$ cat config.mk
export PLATFORM = sky130hd
export DESIGN_NAME = i2c_fifo_irq
export DESIGN_NICKNAME = d
export VERILOG_FILES = /design/src/rtl/i2cf_pkg.sv /design/src/rtl/i2cf_fifo.sv /design/src/rtl/i2cf_idle_timer.sv /design/src/rtl/i2cf_irq_status.sv /design/src/rtl/i2c_fifo_irq.sv
export SDC_FILE = /design/constraint.sdc
export NUM_CORES = 1
export LEC_CHECK = 0
export BUFFER_PORTS_ARGS = -buffer_cell sky130_fd_sc_hd__buf_2
export CORE_UTILIZATION = 40
export CTS_CLUSTER_DIAMETER = 100
export DETAILED_ROUTE_END_ITERATION = 8
export PLACE_DENSITY = 0.67
export RECOVER_POWER = 100
export SLEW_MARGIN = 20
export SYNTH_ARGS = -nofsm -noshare
export SYNTH_HDL_FRONTEND = slang
export SYNTH_HIERARCHICAL = 1
export SYNTH_SLANG_ARGS = --single-unit
$ cat constraint.sdc
create_clock -name clk -period 3.5 [get_ports clk]
set_input_delay 1.05 -clock clk [delete_from_list [all_inputs] [get_ports clk]]
set_output_delay 1.05 -clock clk [all_outputs]
set_load 0.005 [all_outputs]
$ cat src/rtl/i2cf_pkg.sv
package i2cf_pkg;
  localparam int ADDR_W  = 3;
  localparam int NSTAT   = 12;
  localparam int TRAIL_W = 4;
  localparam int NEVT    = 5;

  localparam logic [ADDR_W-1:0] ADR_CFG   = 3'd0;
  localparam logic [ADDR_W-1:0] ADR_IEN   = 3'd1;
  localparam logic [ADDR_W-1:0] ADR_ISTAT = 3'd2;
  localparam logic [ADDR_W-1:0] ADR_FSTAT = 3'd3;
  localparam logic [ADDR_W-1:0] ADR_DATA  = 3'd4;
  localparam logic [ADDR_W-1:0] ADR_TRAIL = 3'd5;

  localparam int ST_TX_LOW  = 0;
  localparam int ST_RX_HIGH = 1;
  localparam int ST_TX_UND  = 2;
  localparam int ST_TX_OVR  = 3;
  localparam int ST_RX_UND  = 4;
  localparam int ST_RX_OVR  = 5;
  localparam int ST_IDLE    = 6;
  localparam int ST_EVT0    = 7;
endpackage

$ cat src/rtl/i2cf_fifo.sv
module i2cf_fifo #(
  parameter int DEPTH = 16,
  parameter int DW    = 8
) (
  input  logic                         clk,
  input  logic                         rst,
  input  logic                         flush,
  input  logic                         push,
  input  logic                         pop,
  input  logic [DW-1:0]                wdata,
  output logic [DW-1:0]                head,
  output logic [$clog2(DEPTH+1)-1:0]   count,
  output logic                         full,
  output logic                         empty
);
  localparam int AW = (DEPTH > 1) ? $clog2(DEPTH) : 1;
  localparam int CW = $clog2(DEPTH+1);

  logic [DW-1:0] mem [DEPTH];
  logic [AW-1:0] wptr, rptr;
  logic          do_push, do_pop;

  assign full    = (count == CW'(DEPTH));
  assign empty   = (count == '0);
  assign do_push = push && !full;
  assign do_pop  = pop && !empty;
  assign head    = mem[rptr];

  always_ff @(posedge clk) begin
    if (do_push) mem[wptr] <= wdata;
  end

  always_ff @(posedge clk) begin
    if (rst || flush) begin
      wptr  <= '0;
      rptr  <= '0;
      count <= '0;
    end else begin
      if (do_push) wptr <= (wptr == AW'(DEPTH-1)) ? '0 : wptr + 1'b1;
      if (do_pop)  rptr <= (rptr == AW'(DEPTH-1)) ? '0 : rptr + 1'b1;
      case ({do_push, do_pop})
        2'b10:   count <= count + 1'b1;
        2'b01:   count <= count - 1'b1;
        default: count <= count;
      endcase
    end
  end


  count_bound_chk: assert property (@(posedge clk) disable iff (rst)
    count <= CW'(DEPTH));


  full_drop_chk: assert property (@(posedge clk) disable iff (rst)
    (push && full && !pop && !flush) |=> (count == CW'(DEPTH)));
endmodule

$ cat src/rtl/i2cf_idle_timer.sv
module i2cf_idle_timer #(
  parameter int TW = 4
) (
  input  logic          clk,
  input  logic          rst,
  input  logic          active,
  input  logic          arrive,
  input  logic [TW-1:0] limit,
  output logic          hit
);
  logic [TW-1:0] cnt;

  assign hit = active && !arrive && (cnt >= limit);

  always_ff @(posedge clk) begin
    if (rst || !active || arrive) cnt <= '0;
    else if (cnt < limit)         cnt <= cnt + 1'b1;
  end
endmodule

$ cat src/rtl/i2cf_irq_status.sv
module i2cf_irq_status #(
  parameter int N = 12
) (
  input  logic         clk,
  input  logic         rst,
  input  logic [N-1:0] set,
  input  logic [N-1:0] clr,
  input  logic         en_wr,
  input  logic [N-1:0] en_wdata,
  output logic [N-1:0] stat,
  output logic [N-1:0] en,
  output logic         irq
);
  logic [N-1:0] stat_n, en_n;

  assign stat_n = (stat & ~clr) | set;
  assign en_n   = en_wr ? en_wdata : en;

  always_ff @(posedge clk) begin
    if (rst) begin
      stat <= '0;
      en   <= '0;
      irq  <= 1'b0;
    end else begin
      stat <= stat_n;
      en   <= en_n;
      irq  <= |(stat_n & en_n);
    end
  end


  set_wins_chk: assert property (@(posedge clk) disable iff (rst)
    (set != '0) |=> ((stat & $past(set)) == $past(set)));


  w1c_chk: assert property (@(posedge clk) disable iff (rst)
    ((clr & ~set) != '0) |=> ((stat & $past(clr & ~set)) == '0));


  irq_match_chk: assert property (@(posedge clk) disable iff (rst)
    irq == (|(stat & en)));
endmodule

$ cat src/rtl/i2c_fifo_irq.sv
module i2c_fifo_irq
  import i2cf_pkg::*;
#(
  parameter int DEPTH = 16
) (
  input  logic              clk,
  input  logic              rst,
  input  logic              bus_wr,
  input  logic              bus_rd,
  input  logic [ADDR_W-1:0] bus_addr,
  input  logic [31:0]       bus_wdata,
  output logic [31:0]       bus_rdata,
  input  logic              eng_tx_pop,
  output logic [7:0]        eng_tx_data,
  input  logic              eng_rx_push,
  input  logic [7:0]        eng_rx_data,
  input  logic [NEVT-1:0]   eng_evt,
  output logic              irq
);
  localparam int CW = $clog2(DEPTH+1);

  logic               tx_en, rx_en;
  logic [CW-1:0]      tx_trig, rx_trig;
  logic [TRAIL_W-1:0] idle_lim;
  logic [CW-1:0]      tx_cnt, rx_cnt;
  logic               tx_full, tx_empty, rx_full, rx_empty;
  logic [7:0]         rx_head;
  logic [NSTAT-1:0]   set_v, clr_v, stat, ien;
  logic               idle_hit;
  logic               wr_data, rd_data;
  logic [31:0]        fstat_w, cfg_w;
  logic               unused_wdata;

  assign unused_wdata = ^bus_wdata;
  assign wr_data = bus_wr && (bus_addr == ADR_DATA);
  assign rd_data = bus_rd && (bus_addr == ADR_DATA);

  always_ff @(posedge clk) begin
    if (rst) begin
      tx_en    <= 1'b0;
      rx_en    <= 1'b0;
      tx_trig  <= '0;
      rx_trig  <= '0;
      idle_lim <= '0;
    end else if (bus_wr) begin
      if (bus_addr == ADR_CFG) begin
        rx_en   <= bus_wdata[0];
        tx_en   <= bus_wdata[1];
        rx_trig <= bus_wdata[4 +: CW];
        tx_trig <= bus_wdata[16 +: CW];
      end
      if (bus_addr == ADR_TRAIL) idle_lim <= bus_wdata[TRAIL_W-1:0];
    end
  end

  i2cf_fifo #(.DEPTH(DEPTH), .DW(8)) u_txq (
    .clk(clk), .rst(rst), .flush(!tx_en),
    .push(wr_data && tx_en), .pop(eng_tx_pop && tx_en), .wdata(bus_wdata[7:0]),
    .head(eng_tx_data), .count(tx_cnt), .full(tx_full), .empty(tx_empty));

  i2cf_fifo #(.DEPTH(DEPTH), .DW(8)) u_rxq (
    .clk(clk), .rst(rst), .flush(!rx_en),
    .push(eng_rx_push && rx_en), .pop(rd_data && rx_en), .wdata(eng_rx_data),
    .head(rx_head), .count(rx_cnt), .full(rx_full), .empty(rx_empty));

  i2cf_idle_timer #(.TW(TRAIL_W)) u_idle (
    .clk(clk), .rst(rst), .active(rx_en && !rx_empty), .arrive(eng_rx_push),
    .limit(idle_lim), .hit(idle_hit));

  always_comb begin
    set_v             = '0;
    set_v[ST_TX_LOW]  = tx_en && (tx_cnt <= tx_trig);
    set_v[ST_RX_HIGH] = rx_en && (rx_cnt >= rx_trig);
    set_v[ST_TX_UND]  = tx_en && eng_tx_pop && tx_empty;
    set_v[ST_TX_OVR]  = tx_en && wr_data && tx_full;
    set_v[ST_RX_UND]  = rx_en && rd_data && rx_empty;
    set_v[ST_RX_OVR]  = rx_en && eng_rx_push && rx_full;
    set_v[ST_IDLE]    = idle_hit;
    set_v[ST_EVT0 +: NEVT] = eng_evt;
  end

  assign clr_v = (bus_wr && bus_addr == ADR_ISTAT) ? bus_wdata[NSTAT-1:0] : '0;

  i2cf_irq_status #(.N(NSTAT)) u_irq (
    .clk(clk), .rst(rst), .set(set_v), .clr(clr_v),
    .en_wr(bus_wr && bus_addr == ADR_IEN), .en_wdata(bus_wdata[NSTAT-1:0]),
    .stat(stat), .en(ien), .irq(irq));

  assign fstat_w = {7'b0, rx_empty, rx_full, 7'(rx_cnt), 7'b0, tx_empty, tx_full, 7'(tx_cnt)};
  assign cfg_w   = (32'(tx_trig) << 16) | (32'(rx_trig) << 4) | {30'b0, tx_en, rx_en};

  always_ff @(posedge clk) begin
    if (rst) bus_rdata <= '0;
    else if (bus_rd) begin
      case (bus_addr)
        ADR_CFG:   bus_rdata <= cfg_w;
        ADR_IEN:   bus_rdata <= 32'(ien);
        ADR_ISTAT: bus_rdata <= 32'(stat);
        ADR_FSTAT: bus_rdata <= fstat_w;
        ADR_DATA:  bus_rdata <= (rx_en && !rx_empty) ? 32'(rx_head) : '0;
        ADR_TRAIL: bus_rdata <= 32'(idle_lim);
        default:   bus_rdata <= '0;
      endcase
    end
  end


  rx_underrun_chk: assert property (@(posedge clk) disable iff (rst)
    (rd_data && rx_en && rx_empty) |=> (bus_rdata == '0 && stat[ST_RX_UND]));


  tx_overrun_chk: assert property (@(posedge clk) disable iff (rst)
    (wr_data && tx_en && tx_full) |=> stat[ST_TX_OVR]);
endmodule

==> results of run 1 <==
[flip-flops by register name, indices dropped and copies added, names as in the netlist, 4 cells and up, named ones only]
| name | cells |
|---|---|
| rx_trig | 5 |
| u_rxq/count | 5 |
| u_irq/en | 12 |
| idle_lim | 4 |
| u_txq/mem | 128 |
| u_txq/count | 5 |
| u_rxq/wptr | 4 |
| bus_rdata | 19 |
| u_idle/cnt | 4 |
| u_rxq/rptr | 4 |
| tx_trig | 5 |
| u_rxq/mem | 128 |
| u_irq/stat | 12 |
| u_txq/rptr | 4 |
| u_txq/wptr | 4 |
[critical path, cell delays in order, from the launching register on]
cell     delay [ps]
dfxtp_4         400
buf_12          160
mux4_1          650
mux4_2          490
buf_2           150
[power by group]
part           internal, W  leakage (nW)  switching (W)  total, W
Clock              0.00207         0.538        0.00156   0.00363
Sequential         0.00451          3.09      0.0000137   0.00452
Combinational    0.0000600          1.96       0.000145  0.000205
Total              0.00664          5.59        0.00172   0.00835
[metrics by stage]
stage | instance area, um^2 | instances | utilization [%]
4_1_cts | 17200 | 1628 | 45.8
3_3_place_gp | 16100 | 1560 | 42.8
6_report | 17100 | 1630 | 45.5
3_5_place_dp | 16100 | 1560 | 42.8
2_1_floorplan | 15300 | 1022 | -
5_1_grt | 17100 | 1630 | 45.5
[placed cells by master (no fill, tap or decap), drive strengths merged, types with 11 or more instances in the layout]
master | synthesis | layout
dfxtp | 98 | 98
conb | 1 | 13
o21ai | 14 | 14
nand2 | 59 | 59
and3 | 18 | 18
a21oi | 56 | 56
and2 | 26 | 26
edfxtp | 256 | 256
ha | 31 | 31
buf | 45 | 58
clkinv | 0 | 11
xor2 | 12 | 12
nor2 | 60 | 60
mux2i | 23 | 23
mux4 | 82 | 82
inv | 42 | 42
a22oi | 14 | 14
nand3 | 19 | 19
nand2b | 12 | 12
clkbuf | 24 | 92
[repair_timing]
| item | CTS | global route |
|---|---|---|
| cloned | 1 | 0 |
| buffers inserted | 0 | 2 |
| resized for setup | 1 | 0 |
| setup endpoints to repair | 5 | 4 |
[per-layer routing]
layer  vias up  share of wire, %  GRT usage (%)
met2       218                48           27.3
met5         -                 0              0
met4         0               2.0           5.17
met1      4472                44           22.9
met3        46               5.5           2.90
li1       4030                 -              -
[cell type report]
cell class              count  area, um^2  area share (%)
clock buffers              52         992            5.81
repair buffers             99         534            3.13
flip-flops and latches    354        9650            56.5
well taps                 511         639            3.74
clock inverters            15         126           0.740
inverters                  42         161           0.945
multi-input cells         557        4980            29.1
[Yosys cell counts, types with 4 or more instances]
| library cell | instances | area, um^2 |
|---|---|---|
| nand3_1 | 19 | 95.1 |
| a22oi_1 | 14 | 105 |
| nand2b_1 | 11 | 68.8 |
| and2_1 | 25 | 156 |
| buf_4 | 16 | 120 |
| a22o_1 | 8 | 70.1 |
| buf_1 | 9 | 33.8 |
| nor2b_1 | 4 | 25.0 |
| o21ai_0 | 12 | 60.1 |
| mux2i_1 | 23 | 230 |
| clkbuf_1 | 22 | 82.6 |
| ha_1 | 31 | 388 |
| a221oi_1 | 6 | 52.6 |
| a41oi_1 | 5 | 43.8 |
| mux4_1 | 17 | 447 |
| nand2_1 | 59 | 221 |
| mux2_2 | 5 | 56.3 |
| nor2_1 | 56 | 210 |
| buf_2 | 7 | 35.0 |
| o211ai_1 | 5 | 37.5 |
| xor2_1 | 12 | 105 |
| buf_6 | 12 | 135 |
| a211oi_1 | 6 | 45.0 |
| edfxtp_1 | 256 | 7690 |
| inv_1 | 40 | 150 |
| nor3_1 | 8 | 40.0 |
| nand3b_1 | 4 | 30.0 |
| a21oi_1 | 55 | 275 |
| or2_0 | 5 | 31.3 |
| and3_1 | 16 | 100 |
| or3_1 | 7 | 43.8 |
| mux4_2 | 65 | 1460 |
| and4_1 | 8 | 70.1 |
| dfxtp_1 | 98 | 1960 |
| a21boi_0 | 4 | 30.0 |
[final timing paths]
kind,cells past startpoint,slack [ps],start,end
worst max-delay path,4,80,flip-flop,eng_tx_data[5]
worst min-delay path,2,450,bus_rdata[24],bus_rdata[24]
worst max register to register,5,320,flip-flop,bus_rdata[5]
worst min register to register,2,450,bus_rdata[24],bus_rdata[24]
[logic make-up after synthesis]
| kind of cell | after synthesis | share of synthesized area [%] |
|---|---|---|
| xor gates and xnor gates | 12 | 0.690 |
| AOI/OAI and AO/OA | 140 | 6.19 |
| and+or+nand+nor | 250 | 8.79 |
| DFF | 354 | 63.3 |
| buffers and inverters | 111 | 3.93 |
| adders and majority gates | 31 | 2.55 |
| other | 1 | 0.0246 |
| muxes | 111 | 14.5 |
==> flow_metrics.tcl, run 1 <==
set metrics [dict create \
    outcome "finished clean" \
    ant_nets 0 \
    drt_pass1_iterations 5 \
    ys_types 70 \
    synth_area_um2 15200 \
    grt_start_max_net_pins 34 \
    hold_viol_final 0 \
    crit_fanout 11 \
    coreArea_um2 37600 \
    clock_path_buffers 3 \
    drcViolationCount 0 \
    critPathLaunchType "flip-flop" \
    synth_seq_cells 354 \
    layout_worst_path_cycle_share_pct 97.8 \
    die_w_um 197 \
    place_hpwl_um 21200 \
    synthFlopType "edfxtp_1" \
    grt_pass1_vias 8525 \
    ctsHoldBuffers 0 \
    wire_per_inst_um 19.7 \
    die_y_um 197 \
    yosysWarnings 6 \
    port_buffers 66 \
    finClkSkew_ps 11.8 \
    synth_edf_count 256 \
    leakage_nw 5.59 \
    cts_max_level 2 \
    min_path_type "reg -> reg" \
    gp_congestion 0.807 \
    die_area_um2 38900 \
    crit_type "reg -> out" \
    start_util_pct 40.5 \
    final-setup-viol-count 0 \
    relSlewSlack_pct 27.3 \
    worstMarginPinSlew_ps 1090 \
    max_freq_mhz 292 \
    async_flop_share_pct 0 \
    cts.sinks 354 \
    fillers 3264 \
    fin_hold_ws_ps 446 \
    numCtsBuffers 37 \
    cts-root-buf "clkbuf_16" \
    end_kind "output pin" \
    areaGrowthSynthToFinish_pct 12.1 \
    rsz0062_at_grt "false" \
    antenna_found_initial 0 \
    nets 1176 \
    required_ps 2450 \
    cts_tree "yes" \
    final_layout_size_suffix_gt1_share_pct 17.3 \
    dp_slack_ps 206 \
    fin_ws_ps 76.9 \
    period_needed_ps 3420 \
    io_pins 95 \
    vias_per_cell 5.38 \
    p_total_w 0.00835 \
    wl_um 32000 \
    insertedDiodeCount 0 \
    max_cap_violations 0 \
    num_vias 8766 \
    clk-insertion-delay-late_ps 530 \
    rows 71 \
    cts.clk_slew.worst_paths_ps 60 \
    vdd_drop_max_v 0.000445 \
    grt_usage_pct 16.7 \
    overflow 0 \
    p_per_area_nw_per_um2 489 \
    seq_area_frac_synth_pct 63.3 \
    drt_iter0_markers 690 \
    synth_cells 1010 \
    syn_avg_cell_area_um2 15.1 \
    slew_viol_final 0 \
    cp_data_arrival_time_ps 2370 \
    grt_pass1_wl_um 49500 \
    fin_tns_setup_ps 0 \
]
No activity file was read; power rests on OpenSTA's default activity.
==> run 2, diff against run 1 <==
--- a/config.mk
+++ b/config.mk
@@ -5,11 +5,11 @@
 export SDC_FILE = /design/constraint.sdc
 export NUM_CORES = 1
 export LEC_CHECK = 0
+export ABC_AREA = 1
 export BUFFER_PORTS_ARGS = -buffer_cell sky130_fd_sc_hd__buf_2
 export CORE_UTILIZATION = 40
-export CTS_CLUSTER_DIAMETER = 100
 export DETAILED_ROUTE_END_ITERATION = 8
-export PLACE_DENSITY = 0.67
+export PLACE_DENSITY = 0.66
 export RECOVER_POWER = 100
 export SLEW_MARGIN = 20
 export SYNTH_ARGS = -nofsm -noshare
==> flow_metrics.tcl, run 2 <==
set metrics [dict create \
    cts.clk_slew.worst_paths_ps 60 \
    grt_start_max_net_pins 62 \
    cts_max_level 2 \
    synth-simple-area-share_pct 15.3 \
    post-synth-top-count-cell "nand2_1" \
    synth_commonest_cells "293 x nand2_1, 268 x inv_1, 256 x edfxtp_1" \
    min_path_type "reg -> reg" \
    io_pins 95 \
    fillers 3771 \
    rows 73 \
    outcome "finished, violations left" \
    port_buffers 66 \
    cts.sinks 354 \
    grt_pass1_vias 11200 \
    pwr-share-seq_pct 50.5 \
    gp_congestion 0.835 \
    drt_pass1_iterations 5 \
    layout_worst_path_cycle_share_pct 94.8 \
    crit_top_cell "nand3_1" \
    fin_hold_ws_ps 463 \
    grt_pass1_wl_um 60300 \
    grt_usage_pct 18.8 \
    crit_fanout 22 \
    seq_area_um2 9660 \
    synth_area_um2 16100 \
    drt_iter0_markers 880 \
    clock_path_buffers 3 \
    required_ps 2450 \
    drcViolationCount 0 \
    cts_tree "yes" \
    vdd_drop_max_v 0.000398 \
    num_vias 11700 \
    p_clk_share_pct 46.8 \
    slew_viol_final 10 \
    max_cap_violations 1 \
    synth_top_family_by_area "simple AND/OR/NAND/NOR gates" \
    final-setup-viol-count 0 \
    critPathLaunchType "flip-flop" \
    hold_viol_final 0 \
    areaGrowthSynthToFinish_pct 12.9 \
    ant_nets 0 \
    yosysWarnings 6 \
    synthAdderAreaFrac_pct 2.41 \
    relSlewSlack_pct -1.07 \
    numCtsBuffers 40 \
    synth_xor_xnor_area_share_pct 0.544 \
    synth_compound_area_share_pct 12.1 \
    synth_mux_area_share_pct 0 \
    start_util_pct 40.5 \
    final_layout_size_suffix_gt1_share_pct 8.51 \
    crit_type "reg -> out" \
    antenna_found_initial 0 \
    yosysTopAreaCell "edfxtp_1" \
    async_flop_share_pct 0 \
    comb_power_share_pct 2.7 \
    p_per_area_nw_per_um2 493 \
    place_hpwl_um 24900 \
    final_cell_mix "294 x nand2_1, 275 x inv_1, 256 x edfxtp_1, 146 x a21oi_1, 136 x nand3_1" \
    coreArea_um2 39700 \
    die_w_um 203 \
    synth_cells 1667 \
    switching_share_pct 21.2 \
    path_cells "buf_4 > o211ai_1 > nand3_1 > nand3_1 > nand2_1 > buf_2" \
    crit_family "flip-flops" \
    cp_data_arrival_time_ps 2270 \
    crit_buf_inv 2 \
    internal-power_w 0.00707 \
    nets 1845 \
    cts-root-buf "clkbuf_16" \
    die_y_um 203 \
    fin_tns_setup_ps 0 \
    synth_area_leaders "edfxtp_1 48%, dfxtp_1 12%, nand2_1 6.8%" \
    p_sw_w 0.00190 \
    vias_per_cell 5.07 \
    multi_input_area_um2 4900 \
    synthFlopType "edfxtp_1" \
    syn_avg_cell_area_um2 9.65 \
    yosysTopAreaCellShare_pct 47.8 \
    period_needed_ps 3320 \
    overflow 0 \
    cp_slowest_stage_delay_ps 650 \
    worstMarginPinSlew_ps 1500 \
    wire_per_inst_um 16.4 \
    synth_seq_cells 354 \
    rsz0062_at_grt "false" \
    dpl_cell_area_um2 17100 \
    leakage_nw 6.84 \
    ctsHoldBuffers 0 \
    final_common_cell "nand2_1" \
    ys_types 36 \
    stdcell_area_um2 18200 \
    finClkSkew_ps 21.5 \
    die_area_um2 41000 \
    critPathSlowestCell "dfxtp_2" \
    failed_checks "capacitance limit, slew limit" \
    clk-insertion-delay-late_ps 570 \
    wl_um 38000 \
    cts_resized 0 \
    top_regs "u_rxq/mem (128), u_txq/mem (128), bus_rdata (19)" \
    end_kind "output pin" \
    r2r_setup_slack_ps 720 \
    postCtsSetupBuffers 0 \
    seq_area_frac_synth_pct 60.0 \
    synth_edf_count 256 \
    max_freq_mhz 301 \
]
-- run 2: cell count changes in the layout (fill, tap and decap cells not counted), moves of 23 or more --
cell,previous run,this run
nand3_1,19,136
a21oi_1,55,146
o211ai_1,5,48
inv_1,40,275
nand2_1,59,294
clkbuf_1,53,78
mux2i_1,23,0
o21ai_0,13,107
nor2_1,59,108
mux4_2,65,0
-- run 2: kinds of logic after synthesis --
logic type,Yosys count
AO/OA/AOI/OAI,332
other,1
XOR/XNOR,10
AND/OR/NAND/NOR,577
buffers and inverters,362
flip-flops,354
adder cells (fa/ha/maj),31
-- run 2: routing by layer --
layer / track usage, % / part of all wire, % / up-vias
li1: - / - / 5725
met1: 25.5 / 44 / 5563
met2: 29.5 / 46 / 366
met3: 3.95 / 6.8 / 80
met4: 7.44 / 3.1 / 0
met5: 0 / 0 / -
-- run 2: path summary, 6_finish.rpt --
path / start / to / depth (start not counted)
setup / recovery: flip-flop / eng_tx_data[7] / 6
hold / removal: bus_rdata[9] / bus_rdata[9] / 2
setup reg to reg: flip-flop / bus_rdata[6] / 12
hold reg to reg: bus_rdata[9] / bus_rdata[9] / 2
-- run 2: layout make-up --
type,count,area share (%)
clock inverter,22,1.48
inverter,280,5.79
timing repair buffer,121,3.22
antenna,1,0.0138
multi-input combinational,963,27.0
tap,525,3.62
sequential,354,53.2
clock buffer,47,5.71
-- run 2: worst reg2reg max path: cells and delay by family, from the launching register on --
kind,cells,cell delay [ps]
AOI/OAI and AO/OA,3,220
and+or+nand+nor,8,750
buffers and inverters,1,580
DFF,1,1060
-- run 2: per-stage QoR --
stage                     total power (W)  utilization (%)  instances  setup slack [ps]
after global routing              0.00923             45.7       2312              25.0
after detailed placement          0.00487             43.0       2243               154
after global placement            0.00486             43.0       2243               218
final                             0.00896             45.7       2313               183
after floorplan                   0.00474                -       1679               320
after CTS                         0.00907             46.3       2312               177
-- run 2: power groups by stage --
stage	Clock, W	Sequential, W	Combinational (W)
after floorplan	0	0.00461	0.000126
after global placement	0	0.00461	0.000251
after detailed placement	0	0.00461	0.000256
after CTS	0.00429	0.00452	0.000258
after global routing	0.00444	0.00452	0.000275
final	0.00420	0.00452	0.000245
==> run 3, diff against run 2 <==
--- a/config.mk
+++ b/config.mk
@@ -7,6 +7,7 @@
 export LEC_CHECK = 0
 export ABC_AREA = 1
 export BUFFER_PORTS_ARGS = -buffer_cell sky130_fd_sc_hd__buf_2
+export CORE_ASPECT_RATIO = 0.8
 export CORE_UTILIZATION = 40
 export DETAILED_ROUTE_END_ITERATION = 8
 export PLACE_DENSITY = 0.66
==> flow_metrics.tcl, run 3 (synthesis results as in run 2) <==
set metrics [dict create \
    outcome "finished, violations left" \
    failed_checks "capacitance limit, slew limit" \
    die_y_um 181 \
    final-setup-viol-count 0 \
    grt_pass1_wl_um 58200 \
    fin_tns_setup_ps 0 \
    max_cap_violations 1 \
    relSlewSlack_pct -13.9 \
    required_ps 2450 \
    wl_um 37200 \
    switching_share_pct 20.6 \
    die_w_um 226 \
    grt_pass1_vias 10800 \
    p_clk_share_pct 47.2 \
    cts.sinks 354 \
    cts-root-buf "clkbuf_16" \
    r2r_setup_slack_ps 380 \
    min_path_cells 2 \
    vdd_drop_max_v 0.000290 \
    postCtsSetupBuffers 0 \
    cts_resized 0 \
    end_kind "output pin" \
    areaGrowthSynthToFinish_pct 13.1 \
    drt_pass1_iterations 5 \
    hold_viol_final 0 \
    r2r-end "bus_rdata[5]" \
    p_per_area_nw_per_um2 496 \
    crit_type "reg -> out" \
    cts_tree "yes" \
    overflow 0 \
    pwr-share-seq_pct 50.1 \
    max_freq_mhz 307 \
    antenna_found_initial 1 \
    critPathLaunchType "flip-flop" \
    seq_area_um2 9660 \
    port_buffers 66 \
    io_pins 95 \
    vias_per_cell 4.99 \
    start_util_pct 40.7 \
    place_hpwl_um 24900 \
    drcViolationCount 0 \
    drt_iter0_markers 912 \
    utilization_pct 46.0 \
    die_area_um2 41000 \
    wire_per_inst_um 16.1 \
    rows 65 \
    fillers 3748 \
    num_vias 11500 \
    internal-power_w 0.00717 \
    multi_input_area_um2 4920 \
    leakage_nw 6.83 \
    layout_worst_path_cycle_share_pct 93.1 \
    ant_nets 0 \
    cts.clk_slew.worst_paths_ps 60 \
    slew_viol_final 52 \
    ctsHoldBuffers 0 \
    grt_usage_pct 18.2 \
    crit_fanout 55 \
    final_cell_mix "294 x nand2_1, 273 x inv_1, 256 x edfxtp_1, 146 x a21oi_1, 136 x nand3_1" \
    clock_path_buffers 3 \
    top_regs "u_rxq/mem (128), u_txq/mem (128), bus_rdata (19)" \
    insertedDiodeCount 0 \
    gp_congestion 0.859 \
    hp-start "idle_lim[1]" \
    comb_power_share_pct 2.7 \
    nets 1830 \
    worstMarginPinSlew_ps 1710 \
    min_path_type "reg -> reg" \
    cp_data_arrival_time_ps 2210 \
    coreArea_um2 39500 \
    grt_start_max_net_pins 56 \
    final_layout_size_suffix_gt1_share_pct 8.79 \
    final_common_cell "nand2_1" \
    cts_max_level 2 \
    rr_worst_depth 12 \
    clk-insertion-delay-late_ps 540 \
    finClkSkew_ps 38.2 \
    rsz0062_at_grt "false" \
    numCtsBuffers 38 \
    hold_path_end "idle_lim[1]" \
    p_sw_w 0.00186 \
    period_needed_ps 3260 \
]
## run 3: cell types whose count changed in the layout (fill, tap and decap cells not counted), moves of 2 or more
cell / before / now
buf_2: 35 / 28
clkbuf_1: 78 / 71
clkbuf_8: 1 / 8
clkinv_1: 5 / 1
clkinv_2: 7 / 5
clkinv_4: 2 / 0
clkinv_8: 0 / 2
inv_1: 275 / 273
inv_2: 5 / 7
## run 3: metal layers
metal	GRT usage, %	wire length (um)	part of all wire (%)
met5	0	0	0
met4	4.57	630	1.7
met3	3.72	2390	6.4
met2	28.2	16800	45
met1	25.8	17400	47
## run 3: cell type report
cell class	count	share of cell area (%)
Tap cell	536	3.69
Multi-Input combinational cell	963	27.0
Inverter	280	5.78
Sequential cell	354	53.1
Clock buffer	53	6.09
Clock inverter	17	1.33
Timing Repair Buffer	108	3.00
## run 3: through the flow
stage / cell area (um^2) / power [W] / cells / hold WS [ps] / setup WS [ps]
global placement: 17000 / 0.00486 / 2241 / 455 / 212
global route: 18200 / 0.00931 / 2311 / 482 / 49.8
detailed placement: 17000 / 0.00486 / 2241 / 456 / 155
CTS: 18400 / 0.00913 / 2311 / 466 / 235
floorplan: 16100 / 0.00474 / 1679 / 439 / 320
finish: 18200 / 0.00903 / 2311 / 465 / 242
## run 3: critical path: stages, from the launching register on
cell and delay [ps]:
dfxtp_4 720, buf_12 260, a21oi_1 80, o21ai_0 100, nand3_1 190, nand3_1 140
nand2_1 80, clkbuf_1 110
## run 3: worst max path at each step
stage	slack, ps	cells after the start	to
after floorplan	320	17	u_rxq/count[2]
after global placement	210	19	u_rxq/count[4]
after detailed placement	150	16	u_rxq/count[2]
after CTS	240	7	eng_tx_data[5]
after global routing	50	12	bus_rdata[5]
final	240	7	eng_tx_data[5]
## run 3: power by group through the flow
stage | Sequential, W | Combinational (W) | Clock, W
2_1_floorplan | 0.00461 | 0.000126 | 0
3_3_place_gp | 0.00461 | 0.000245 | 0
3_5_place_dp | 0.00461 | 0.000252 | 0
4_1_cts | 0.00452 | 0.000253 | 0.00435
5_1_grt | 0.00452 | 0.000270 | 0.00451
6_report | 0.00452 | 0.000242 | 0.00426
